==> src/rtl/swrst_pkg.sv <==
package swrst_pkg;

  localparam logic [7:0] OFS_RESET  = 8'h18;
  localparam logic [7:0] OFS_ENABLE = 8'hFC;
  localparam logic [7:0] UNLOCK_KEY = 8'h88;

  typedef enum logic [1:0] {
    TGT_NONE   = 2'd0,
    TGT_RESET  = 2'd1,
    TGT_ENABLE = 2'd2
  } tgt_e;

endpackage

==> src/rtl/swrst_decode.sv <==
module swrst_decode
  import swrst_pkg::*;
#(
  parameter int ADDR_W     = 8,
  parameter bit HAS_ENABLE = 1'b1
) (
  input  logic              bus_wr,
  input  logic              bus_rd,
  input  logic [ADDR_W-1:0] bus_addr,
  input  logic [7:0]        key_byte,
  output logic              reset_we,
  output logic              enable_we,
  output logic              rd_en,
  output tgt_e              rd_tgt
);

  localparam logic [ADDR_W-1:0] A_RESET  = ADDR_W'(OFS_RESET);
  localparam logic [ADDR_W-1:0] A_ENABLE = ADDR_W'(OFS_ENABLE);

  tgt_e tgt;

  always_comb begin
    tgt = TGT_NONE;
    if (bus_addr == A_RESET) begin
      tgt = TGT_RESET;
    end else if (HAS_ENABLE && (bus_addr == A_ENABLE)) begin
      tgt = TGT_ENABLE;
    end
  end

  assign reset_we  = bus_wr && (tgt == TGT_RESET) && (key_byte == UNLOCK_KEY);
  assign enable_we = bus_wr && (tgt == TGT_ENABLE);
  assign rd_en     = bus_rd;
  assign rd_tgt    = tgt;

endmodule

==> src/rtl/swrst_reg.sv <==
module swrst_reg #(
  parameter int WIDTH = 24
) (
  input  logic             clk,
  input  logic             rst,
  input  logic             we,
  input  logic [WIDTH-1:0] d,
  output logic [WIDTH-1:0] q
);

  always_ff @(posedge clk) begin
    if (rst) begin
      q <= '0;
    end else if (we) begin
      q <= d;
    end
  end


  reg_clear_chk: assert property (@(posedge clk) rst |=> (q == '0));

endmodule

==> src/rtl/swrst_gate.sv <==
module swrst_gate #(
  parameter int NUM_LINES  = 24,
  parameter bit HAS_ENABLE = 1'b1
) (
  input  logic                 clk,
  input  logic                 rst,
  input  logic [NUM_LINES-1:0] reset_bits,
  input  logic [NUM_LINES-1:0] enable_bits,
  output logic [NUM_LINES-1:0] lines
);

  logic [NUM_LINES-1:0] drive;

  generate
    if (HAS_ENABLE) begin : g_gated
      for (genvar i = 0; i < NUM_LINES; i++) begin : g_line
        assign drive[i] = reset_bits[i] & enable_bits[i];
      end


      gated_off_chk: assert property (@(posedge clk) disable iff (rst)
        1'b1 |=> ((lines & ~$past(enable_bits)) == '0));
    end else begin : g_direct
      assign drive = reset_bits;
    end
  endgenerate

  always_ff @(posedge clk) begin
    if (rst) begin
      lines <= '0;
    end else begin
      lines <= drive;
    end
  end


  lines_clear_chk: assert property (@(posedge clk) rst |=> (lines == '0));

endmodule

==> src/rtl/swrst_bank.sv <==
module swrst_bank
  import swrst_pkg::*;
#(
  parameter int NUM_LINES  = 24,
  parameter bit HAS_ENABLE = 1'b1,
  parameter int ADDR_W     = 8,
  parameter int DATA_W     = 32
) (
  input  logic                 clk,
  input  logic                 rst,
  input  logic                 bus_wr,
  input  logic                 bus_rd,
  input  logic [ADDR_W-1:0]    bus_addr,
  input  logic [DATA_W-1:0]    bus_wdata,
  output logic [DATA_W-1:0]    bus_rdata,
  output logic [NUM_LINES-1:0] rst_lines
);

  localparam int KEY_LSB = DATA_W - 8;
  localparam int PAD_W   = DATA_W - NUM_LINES;

  logic                 reset_we;
  logic                 enable_we;
  logic                 rd_en;
  tgt_e                 rd_tgt;
  logic [NUM_LINES-1:0] reset_q;
  logic [NUM_LINES-1:0] enable_q;

  swrst_decode #(
    .ADDR_W     (ADDR_W),
    .HAS_ENABLE (HAS_ENABLE)
  ) u_decode (
    .bus_wr    (bus_wr),
    .bus_rd    (bus_rd),
    .bus_addr  (bus_addr),
    .key_byte  (bus_wdata[DATA_W-1:KEY_LSB]),
    .reset_we  (reset_we),
    .enable_we (enable_we),
    .rd_en     (rd_en),
    .rd_tgt    (rd_tgt)
  );

  swrst_reg #(.WIDTH(NUM_LINES)) u_reset_reg (
    .clk (clk),
    .rst (rst),
    .we  (reset_we),
    .d   (bus_wdata[NUM_LINES-1:0]),
    .q   (reset_q)
  );

  generate
    if (HAS_ENABLE) begin : g_enable
      swrst_reg #(.WIDTH(NUM_LINES)) u_enable_reg (
        .clk (clk),
        .rst (rst),
        .we  (enable_we),
        .d   (bus_wdata[NUM_LINES-1:0]),
        .q   (enable_q)
      );
    end else begin : g_no_enable
      assign enable_q = '0;
    end
  endgenerate

  swrst_gate #(
    .NUM_LINES  (NUM_LINES),
    .HAS_ENABLE (HAS_ENABLE)
  ) u_gate (
    .clk         (clk),
    .rst         (rst),
    .reset_bits  (reset_q),
    .enable_bits (enable_q),
    .lines       (rst_lines)
  );

  always_ff @(posedge clk) begin
    if (rst) begin
      bus_rdata <= '0;
    end else if (rd_en) begin
      case (rd_tgt)
        TGT_RESET:  bus_rdata <= {{PAD_W{1'b0}}, reset_q};
        TGT_ENABLE: bus_rdata <= {{PAD_W{1'b0}}, enable_q};
        default:    bus_rdata <= '0;
      endcase
    end
  end


  key_accept_chk: assert property (@(posedge clk) disable iff (rst)
    (bus_wr && bus_addr == ADDR_W'(OFS_RESET) && bus_wdata[DATA_W-1:KEY_LSB] == UNLOCK_KEY)
    |=> (reset_q == $past(bus_wdata[NUM_LINES-1:0])));


  key_reject_chk: assert property (@(posedge clk) disable iff (rst)
    (bus_wr && bus_addr == ADDR_W'(OFS_RESET) && bus_wdata[DATA_W-1:KEY_LSB] != UNLOCK_KEY)
    |=> $stable(reset_q));


  upper_zero_chk: assert property (@(posedge clk) disable iff (rst)
    1'b1 |-> (bus_rdata[DATA_W-1:NUM_LINES] == '0));


  rdata_hold_chk: assert property (@(posedge clk) disable iff (rst)
    !bus_rd |=> $stable(bus_rdata));


  unmapped_chk: assert property (@(posedge clk) disable iff (rst)
    (bus_wr && bus_addr != ADDR_W'(OFS_RESET) && bus_addr != ADDR_W'(OFS_ENABLE))
    |=> $stable(reset_q));

endmodule

==> config.mk <==
export PLATFORM = sky130hd
export DESIGN_NAME = swrst_bank
export DESIGN_NICKNAME = d
export VERILOG_FILES = /design/src/rtl/swrst_pkg.sv /design/src/rtl/swrst_decode.sv /design/src/rtl/swrst_reg.sv /design/src/rtl/swrst_gate.sv /design/src/rtl/swrst_bank.sv
export SDC_FILE = /design/constraint.sdc
export NUM_CORES = 1
export LEC_CHECK = 0
export BUFFER_PORTS_ARGS = -buffer_cell sky130_fd_sc_hd__buf_2
export CORE_ASPECT_RATIO = 1.2
export CORE_MARGIN = 2
export CORE_UTILIZATION = 30
export DETAILED_ROUTE_END_ITERATION = 8
export PLACE_DENSITY_LB_ADDON = 0.15
export SLEW_MARGIN = 10
export SYNTH_ARGS = -nofsm -noshare
export SYNTH_HDL_FRONTEND = slang
export SYNTH_HIERARCHICAL = 1
export SYNTH_SLANG_ARGS = --single-unit
==> constraint.sdc <==
create_clock -name clk -period 3.5 [get_ports clk]
set_input_delay 0.35 -clock clk [delete_from_list [all_inputs] [get_ports clk]]
set_output_delay 0.35 -clock clk [all_outputs]
set_load 0.1 [all_outputs]
After elaboration in Yosys (flattened, before gate mapping)

Cells that the tools add are included.

Register bits after elaboration: 104
Output and inout bits: 56

Mux-type cells: 3
Reduce and logical (&&, ||, !) cells: 3
Equality and inequality tests: 5
Bitwise operators: 24

Operator list:

| cell                                                            | number |
|---|---|
| 24-bit one-hot mux with 2 select lines                          | 1 |
| 1-bit bitwise AND                                               | 24 |
| 8-bit == test, second input constant                            | 2 |
| 8-bit by 5-bit == test with 1-bit output, second input constant | 1 |
| 2-bit two-way mux                                               | 2 |
| 1-bit logical AND                                               | 3 |
| 2-bit by 1-bit == test with 1-bit output, second input constant | 1 |
| 2-bit == test, second input constant                            | 1 |

Depth between registers and ports, before layout

Gate-level depths: netlist of run 1.

Depth after elaboration: 6
Mapped depth: 9
Gate-level depth less buffers: 7

Modules after synthesis

The synthesis of run 1 kept the hierarchy.

Modules (own cells, without submodules):

| module       | cells each | area an instance (um^2) | times used |
|---|---|---|---|
| swrst_reg    | 77         | 869.6                   | 2 |
| swrst_bank   | 96         | 1058.5                  | 1 |
| swrst_gate   | 50         | 718.2                   | 1 |
| swrst_decode | 12         | 80.1                    | 1 |

Worst setup path after synthesis of run 1

Ideal clock, no wire load.

Path kind: input to register
From: input bus_addr[5]
To: register bus_rdata[10]
Path slack: 1.334 ns
Arrival time: 2.096 ns
Cell stages on the path: 8
Buffers on the path: 2
Cell sequence: or4_1 > nor2_1 > inv_1 > ha_1 > or3b_1 > buf_6 > buf_6 > o2bb2ai_1

RTL lines:

| item                                                                             | line               | text |
|---|---|---|
| from (decl)                                                                      | swrst_bank.sv:13   | `input logic [ADDR_W-1:0] bus_addr,` |
| 8-bit by 5-bit == test with 1-bit output *                                       | swrst_decode.sv:24 | `if (bus_addr == A_RESET) begin` |
| 2-bit two-way mux *                                                              | swrst_decode.sv:24 |  |
| named net rd_tgt[0]                                                              | swrst_bank.sv:25   | `tgt_e rd_tgt;` |
| 2-bit == test / 2-bit by 1-bit == test with 1-bit output (equally long branches) | swrst_bank.sv:80   | `case (rd_tgt)` |
| 24-bit one-hot mux with 2 select lines *                                         | swrst_bank.sv:80   |  |
| to (signal assigned)                                                             | swrst_bank.sv:81   | `TGT_RESET: bus_rdata <= {{PAD_W{1'b0}}, reset_q};` |
| to (signal assigned)                                                             | swrst_bank.sv:82   | `TGT_ENABLE: bus_rdata <= {{PAD_W{1'b0}}, enable_q};` |
| to (decl)                                                                        | swrst_bank.sv:15   | `output logic [DATA_W-1:0] bus_rdata,` |

Mark *: on every way through the listed nets, which the timed path passes. The rest lies on a longest branch.
A chain may end at the register's enable or synchronous reset.

Worst setup path in the final report of run 1

From: input bus_addr[5]
To: register bus_rdata[21]

Same word-level chain as after synthesis.

==> summary.txt, run 1 <==
Clocking
  • CTS tree: yes
  • Root buffer cell: clkbuf_16
  • # H-tree levels: 3
  • CTS sink cnt: 96
  • Hold-fix buffers, CTS: 0
  • Post-CTS Resized: 0
  • Clock Path Buffers: 2
  • Clock latency on the worst-skew pair: 0.33 ns
  • Setup repair bufs after CTS: 0
  • Number of CTS-inserted buffers: 9
  • CTS clk-pin slew, worst paths: 0.07 ns

Routing
  • Per-cell routed wire length: 14.9 um
  • Final wirelength: 8300 um
  • TritonRoute pass-1 iters: 4
  • 1st-iter DRT viols: 110
  • DRT antenna net count: 0
  • Via density: 4.50
  • Vias: 2500
  • DRC Markers: 0

Critical path
  • WS Path Type: in -> reg
  • Startpoint Class: input port
  • Crit Path Max Fanout: 24
  • CP Data Required Time: 3.75 ns
  • Crit-path max cell delay: 0.82 ns
  • Arrival @ worst endpoint: 2.69 ns
  • Cells along the critical path: buf_2 -> or4_1 -> nor2_1 -> inv_1 -> ha_1 -> or3b_1 -> o2bb2ai_1
  • Critical path endpoint category: flip-flop
  • Worst reg-to-reg setup slack: 2.73 ns
  • Slowest cell on the critical path: or3b_1

Logic synthesis
  • FFs w/ async S/R, synth: 0
  • Sequential fraction of the synthesis area: 0.534
  • Syn Inst Count: 312
  • Syn avg cell area: 11.5 um2
  • Netlist cell types: 24
  • Yosys warning count: 6
  • Post-Syn Area: 3600 um2
  • Synth area leaders: dfxtp_1, mux2i_1, nor2_1, o2bb2ai_1, a22oi_1
  • Largest area contributor in the netlist: dfxtp_1
  • Main synth FF type: dfxtp_1
  • Number of synthesized flops with an enable pin: 0
  • Synthesis-stage register bit count: 96
  • Synth top area share: 0.534
  • Count leader, synth: dfxtp_1
  • Post-synth top cells: dfxtp_1, nor2_1, mux2i_1, a22oi_1, o2bb2ai_1

Final layout
  • Non-filler cells, final: 556
  • Core Util, Final: 0.373
  • Ant diodes: 0
  • Layout cells sized above 1: 0.301
  • Layout overhead on the synthesized area: 20.7%
  • Total Nets Final: 442

Timing
  • Slew Limit Fails: 0
  • Final Cycle Share: 0.698
  • Tmin final: 2.44 ns
  • Slew @ Worst Pin: 1.16 ns
  • Max Freq: 409 MHz
  • RSZ-0062 raised after global routing: false
  • Fin Setup TNS: 0 ns
  • Worst slew margin relative to its limit: 0.227
  • Endpoints failing setup: 0
  • Setup Skew: 0.00571 ns
  • Final Hold Viols: 0

Die
  • Boundary Pins: 100
  • Chip height: 124 um
  • Initial core utilization: 0.309
  • DIE AREA: 12900 um2
  • Core Area: 11600 um2
  • Rows: 43
  • Die W: 104 um

Global routing
  • Initial antenna violation count: 0
  • Largest net degree at the start of global routing: 74
  • Gr ovfl total: 0
  • First-pass GRT wire length: 13300 um
  • Tot GR Track Use: 0.134
  • Vias in the first global route: 2539

Placed design
  • GPL Wtd Cong: 0.738
  • Final HPWL DP: 5030 um
  • PortBufs: 91
  • Inst Count DP: 542

Pwr
  • Leak: 1.78 nW
  • Pwr Total: 2.13 mW
  • Worst VDD drop: 0.195 mV
  • PD cells: 491 nW/um2

Min path
  • Worst min path class: in -> reg

Job
  • MaxCap Viol Count: 0

Status
  • Outcome: finished, final reports clean
cell usage in the layout (no fill, tap or decap), drive strengths merged:
cell type / count
a22oi: 24
and3b: 24
buf: 96
bufinv: 1
clkbuf: 10
clkinv: 2
clkinvlp: 1
conb: 8
dfxtp: 96
ha: 2
inv: 2
mux2i: 48
nand3: 1
nand4: 2
nor2: 53
nor4: 1
o2bb2ai: 24
or3b: 1
or4: 1
or4b: 2
flip-flops by register name, indices dropped and copies added, names as in the netlist:
signal and count:
bus_rdata 24, g_enable.u_enable_reg/q 24, u_gate/lines 24, u_reset_reg/q 24
logic make-up after synthesis:
logic type,count (synthesis),synth area share
DFF,96,0.534
adders and majority gates,2,0.00696
AOI/OAI and AO/OA,48,0.114
other,1,0.00104
muxes,48,0.134
and+or+nand+nor,85,0.134
buffers and inverters,32,0.0765
per-layer routing:
layer | global-route usage | vias up | share of wire
met1 | 0.166 | 1163 | 0.48
met3 | 0.0309 | 13 | 0.043
li1 | - | 1262 | -
met5 | 0 | - | 0
met4 | 0.0608 | 0 | 0.020
met2 | 0.223 | 62 | 0.45
final cells by class:
class	instances	area, um2
multi-input cells	191	1440
clock inverters	4	47.5
well taps	157	196
fillers	1207	7280
flip-flops and latches	96	1920
repair buffers	96	493
clock buffers	10	229
inverters	2	7.51
per-stage QoR:
| step | setup WS [ns] | hold WS [ns] | instance area (um2) |
|---|---|---|---|
| after floorplan | 1.33 | 0.422 | 3620 |
| after global placement | 0.743 | 0.441 | 4060 |
| after detailed placement | 0.692 | 0.444 | 4060 |
| after CTS | 1.04 | 0.259 | 4340 |
| after global routing | 0.887 | 0.267 | 4340 |
| final | 1.06 | 0.268 | 4340 |
path summary, 6_finish.rpt:
path / startpoint / endpoint / depth (start not counted)
worst min-delay path: bus_wdata[7] / u_reset_reg/q[7] / 3
worst max register to register: g_enable.u_enable_reg/q[15] / bus_rdata[15] / 2
worst max-delay path: bus_addr[5] / bus_rdata[21] / 7
worst min register to register: bus_rdata[9] / bus_rdata[9] / 1
worst max-delay path, delay by kind of cell:
kind | cells | cell delay, ns
and+or+nand+nor | 3 | 1.58
AOI/OAI and AO/OA | 1 | 0.31
adders and majority gates | 1 | 0.27
buffers and inverters | 2 | 0.16
power breakdown:
group	switching, mW	leakage, nW	internal [mW]
clock network	0.397	0.134	0.544
logic	0.0707	0.875	0.0251
registers	0.000231	0.773	1.09
total	0.467	1.78	1.66
(Power assumes the default switching activity.)
==> inputs of run 2 (changes only) <==
clock period = 2 ns   (was 3.5 ns; I/O delays follow)
==> run 2 against run 1 <==
Net effect: clock skew is essentially flat; cell count grew 1.4%; sequential power grew 75%; first-iteration DRC count shrank 15%; utilization grew 0.82 points; count of clock-buffer cells in the layout is the same; largest cell class unchanged.
==> summary.txt, run 2 (synthesis gave the netlist of run 1 again) <==
Pwr
  • Pwr Total: 3.65 mW
  • Leak: 1.83 nW
  • P_sw: 843 uW
  • Worst VDD drop: 0.458 mV
  • Internal power: 2.81 mW
  • PD cells: 823 nW/um2
  • Logic pwr share: 0.046
  • Clk network pwr share: 0.430
  • Seq pwr share: 0.524
  • Net Sw Frac: 0.231

Routing
  • Vias: 2539
  • 1st-iter DRT viols: 94
  • DRT antenna net count: 0
  • DRC Markers: 0
  • TritonRoute pass-1 iters: 4
  • Final wirelength: 8120 um
  • Via density: 4.50
  • Per-cell routed wire length: 14.4 um

Timing
  • Slew Limit Fails: 0
  • Worst slew margin relative to its limit: 0.661
  • Final Cycle Share: 0.898
  • Endpoints failing setup: 0
  • Slew @ Worst Pin: 0.512 ns
  • Minimum hold slack: 0.113 ns
  • RSZ-0062 raised after global routing: false
  • Setup Skew: 0.00540 ns
  • Setup WS post-layout: 0.204 ns
  • Final Hold Viols: 0
  • Tmin final: 1.80 ns
  • Max Freq: 557 MHz

Final layout
  • Ant diodes: 0
  • Finished Cell Area: 4430 um2
  • Sequential cell area: 1920 um2
  • Total Nets Final: 448
  • Commonest non-fill, non-tap cells in the layout: dfxtp_1, buf_2, nor2_1
  • Layout overhead on the synthesized area: 23.3%
  • Fillcell total: 1234
  • Layout cells sized above 1: 0.317
  • Most common cell after layout, fill and taps aside: dfxtp_1
  • Non-filler cells, final: 564
  • Multi-input logic area: 1450 um2

Status
  • Outcome: finished, final reports clean

Die
  • Initial core utilization: 0.309
  • Die W: 104 um
  • Rows: 43
  • Chip height: 124 um
  • Boundary Pins: 100
  • DIE AREA: 12900 um2
  • Core Area: 11600 um2

Clocking
  • CTS clk-pin slew, worst paths: 0.07 ns
  • Post-CTS Resized: 0
  • Number of CTS-inserted buffers: 9
  • CTS sink cnt: 96
  • Clock latency on the worst-skew pair: 0.33 ns
  • Setup repair bufs after CTS: 0
  • CTS tree: yes
  • # H-tree levels: 3
  • Root buffer cell: clkbuf_16
  • Hold-fix buffers, CTS: 0
  • Clock Path Buffers: 2

Global routing
  • First-pass GRT wire length: 13200 um
  • Largest net degree at the start of global routing: 40
  • Vias in the first global route: 2542
  • Tot GR Track Use: 0.132
  • Gr ovfl total: 0
  • Initial antenna violation count: 0

Critical path
  • Worst reg-to-reg setup slack: 1.26 ns
  • Arrival @ worst endpoint: 2.06 ns
  • Critical path endpoint category: flip-flop
  • CP Data Required Time: 2.26 ns
  • WS Path Type: in -> reg
  • Crit Path Max Fanout: 24
  • Startpoint Class: input port

Placed design
  • Inst Count DP: 548
  • PortBufs: 91
  • GPL Wtd Cong: 0.685
  • Final HPWL DP: 5310 um
  • DP Area: 4160 um2
  • Pre-CTS setup slack: -0.153 ns

Job
  • MaxCap Viol Count: 0

Min path
  • Worst min path class: in -> reg
[run 2: stage by stage]
step,setup TNS (ns),util
after floorplan,0,-
after global placement,-2.64,0.358
after detailed placement,-3.36,0.358
after CTS,0,0.382
after global routing,0,0.382
final,0,0.382
[run 2: worst max-delay path, stage by stage]
cell and delay [ns]:
buf_2 0.10, or4_4 0.53, nor2_1 0.15, inv_1 0.06
ha_1 0.28, or3b_1 0.42, buf_12 0.18, o2bb2ai_1 0.13
[run 2: final timing paths]
kind | from | cells past startpoint | end
worst min-delay path | bus_wdata[15] | 3 | g_enable.u_enable_reg/q[15]
worst min register to register | bus_rdata[22] | 1 | bus_rdata[22]
worst max-delay path | bus_addr[5] | 8 | bus_rdata[1]
worst max register to register | g_enable.u_enable_reg/q[0] | 2 | bus_rdata[0]
[run 2: final cells by class]
cell class                 count  area share
tap                          157      0.0443
inverter                       2     0.00169
multi-input combinational    191       0.326
clock buffer                  10      0.0516
timing repair buffer         102       0.133
clock inverter                 6     0.00988
sequential                    96       0.433
[run 2: layer usage]
layer | wire, um | share of wire | GRT usage | up-vias
li1 | - | - | - | 1273
met1 | 3600 | 0.44 | 0.155 | 1191
met2 | 3890 | 0.48 | 0.227 | 63
met3 | 489 | 0.060 | 0.0382 | 12
met4 | 131 | 0.016 | 0.0557 | 0
met5 | 0 | 0 | 0 | -
[run 2: power groups by stage]
stage	sequential [mW]	combinational, mW	clock [mW]
5_1_grt	1.91	0.182	1.72
3_3_place_gp	1.96	0.168	0
3_5_place_dp	1.96	0.170	0
2_1_floorplan	1.96	0.117	0
4_1_cts	1.91	0.170	1.63
6_report	1.91	0.168	1.57
==> inputs of run 3 (changes only) <==
CORE_MARGIN = default   (was 2)
CORE_UTILIZATION = 47   (was 30)
SYNTH_HIERARCHICAL = default   (was 1)
==> run 3 against run 2 <==
Net effect: register-to-register slack about the same; global-route usage rose by 6.3 points; sequential share of layout area is 0.27 points higher; clock power is 8% lower; cell area is 0.62% lower; non-clock buffer count fell by 3.
==> summary.txt, run 3 <==
Final layout
  • Multi-input logic area: 1490 um2
  • Layout cells sized above 1: 0.254
  • Non-filler cells, final: 559
  • Total Nets Final: 509
  • Core Util, Final: 0.599
  • Commonest non-fill, non-tap cells in the layout: dfxtp_1, buf_2, mux2i_1, nor2_1, nand2b_1
  • Layout overhead on the synthesized area: 21.2%
  • Most common cell after layout, fill and taps aside: dfxtp_1
  • Sequential cell area: 1920 um2
  • Ant diodes: 0
  • Fillcell total: 679
  • Finished Cell Area: 4410 um2

Placed design
  • DP Area: 4170 um2
  • PortBufs: 91
  • Inst Count DP: 544
  • Pre-CTS setup slack: 0.523 ns
  • GPL Wtd Cong: 0.729
  • Final HPWL DP: 4740 um

Global routing
  • Gr busiest metal: met2
  • Met3 Usage GRT: 0.0411
  • First-pass GRT wire length: 11900 um
  • Tot GR Track Use: 0.194
  • Initial antenna violation count: 0
  • Largest net degree at the start of global routing: 55
  • Gr ovfl total: 0
  • Vias in the first global route: 2518
  • Met2 Usage GRT: 0.305
  • Met1 Use GR: 0.252

Timing
  • Tmin final: 1.34 ns
  • Slew Limit Fails: 0
  • Minimum hold slack: 0.0942 ns
  • Endpoints failing setup: 0
  • Max Freq: 748 MHz
  • Setup Skew: 0.00738 ns
  • RSZ-0062 raised after global routing: false
  • Final Cycle Share: 0.669
  • Fin Setup TNS: 0 ns
  • Final Hold Viols: 0
  • Setup WS post-layout: 0.663 ns

Routing
  • TritonRoute pass-1 iters: 4
  • Via density: 4.89
  • Final wirelength: 7250 um
  • 1st-iter DRT viols: 128
  • Per-cell routed wire length: 13.0 um
  • DRC Markers: 0
  • DRT antenna net count: 0
  • Vias: 2731

Clocking
  • CTS clk-pin slew, worst paths: 0.09 ns
  • Root buffer cell: clkbuf_8
  • Clock latency on the worst-skew pair: 0.35 ns
  • Number of CTS-inserted buffers: 9
  • Post-CTS Resized: 0
  • Clock Path Buffers: 2
  • CTS tree: yes
  • CTS sink cnt: 96
  • # H-tree levels: 3
  • Hold-fix buffers, CTS: 0
  • Setup repair bufs after CTS: 0

Pwr
  • Worst VDD drop: 0.467 mV
  • Leak: 1.90 nW
  • PD cells: 807 nW/um2
  • Pwr Total: 3.56 mW

Critical path
  • Worst r2r path cells: 2
  • Slowest cell on the critical path: buf_2
  • Crit-path max cell delay: 0.43 ns
  • WP buf/inv: 1
  • Critical path endpoint category: primary output
  • Startpoint Class: flip-flop
  • Crit Path Max Fanout: 2
  • Arrival @ worst endpoint: 1.14 ns
  • CP Data Required Time: 1.80 ns
  • WS Path Type: reg -> out
  • Crit-path leading delay family: buffers and inverters
  • Reg-to-reg endpoint: bus_rdata[6]
  • Worst reg-to-reg setup slack: 1.25 ns
  • Launching point of the worst reg2reg path: g_enable.u_enable_reg.q[6]
  • Cells along the critical path: buf_2

Logic synthesis
  • Syn avg cell area: 9.64 um2
  • Count leader, synth: dfxtp_1
  • Synth area leaders: dfxtp_1, mux2i_1, nand2b_1, nor2_1, a22oi_1
  • Number of synthesized flops with an enable pin: 0
  • Netlist cell types: 20
  • Syn Inst Count: 377
  • Synthesis-stage register bit count: 96
  • Post-synth top cells: dfxtp_1, nor2_1, mux2i_1, nand2b_1, nand2_1
  • Sequential fraction of the synthesis area: 0.529
  • FFs w/ async S/R, synth: 0
  • Post-Syn Area: 3640 um2
  • Largest area contributor in the netlist: dfxtp_1
  • Main synth FF type: dfxtp_1
  • Synth top area share: 0.529
  • Yosys warning count: 0

Die
  • DIE AREA: 8090 um2
  • Initial core utilization: 0.494
  • Core Area: 7360 um2
  • Chip height: 98.4 um
  • Rows: 34
  • Boundary Pins: 100
  • Die W: 82.3 um

Min path
  • Hold path cells: 3
  • WHS Endpoint: g_enable.u_enable_reg.q[4]
  • Hold Crit Start: bus_wdata[4]
  • Worst min path class: in -> reg

Job
  • MaxCap Viol Count: 0

Status
  • Outcome: finished, final reports clean
run 3: changes by cell type in the layout (fill, tap and decap cells not counted), sizes merged, moves of 4 or more:
| cell | previous run | this run |
|---|---|---|
| clkinv | 4 | 0 |
| o2bb2ai | 24 | 0 |
| o21ai | 0 | 24 |
| nand2b | 0 | 48 |
| inv | 3 | 24 |
| nand2 | 0 | 25 |
| and3b | 24 | 0 |
run 3: worst max path at each step:
stage | from | endpoint | slack [ns] | depth (start not counted)
floorplan | bus_addr[2] | u_reset_reg.q[10] | 0.66 | 5
global placement | bus_wdata[26] | u_reset_reg.q[8] | 0.60 | 6
detailed placement | bus_wdata[26] | u_reset_reg.q[19] | 0.52 | 6
CTS | u_gate.lines[12] | rst_lines[12] | 0.65 | 1
global route | bus_rdata[2] | bus_rdata[2] | 0.61 | 1
finish | bus_rdata[3] | bus_rdata[3] | 0.66 | 1
run 3: layout make-up:
type	count	area share
flip-flops and latches	96	0.436
multi-input cells	235	0.338
repair buffers	99	0.125
clock buffers	13	0.0406
well taps	90	0.0256
inverters	24	0.0204
clock inverters	2	0.0136
run 3: per-layer routing:
layer,vias up,wire length (um)
met3,16,327
met1,1249,3410
met2,67,3350
met4,0,165
met5,-,0
li1,1399,-
run 3: logic make-up after synthesis:
| family | Yosys count | synth area share |
|---|---|---|
| AND/OR/NAND/NOR | 131 | 0.186 |
| flip-flops | 96 | 0.529 |
| buffers and inverters | 53 | 0.0695 |
| AO/OA/AOI/OAI | 48 | 0.0826 |
| multiplexers | 48 | 0.132 |
| other | 1 | 0.00103 |
run 3: power breakdown:
part	switching, mW	internal [mW]	total [mW]
registers	0.000427	1.91	1.91
logic	0.135	0.0633	0.198
clock network	0.615	0.835	1.45
run 3: worst reg2reg max path: stages, from the launching register on:
cell	delay [ns]
dfxtp_1	0.33
a22oi_1	0.21
o21ai_0	0.10
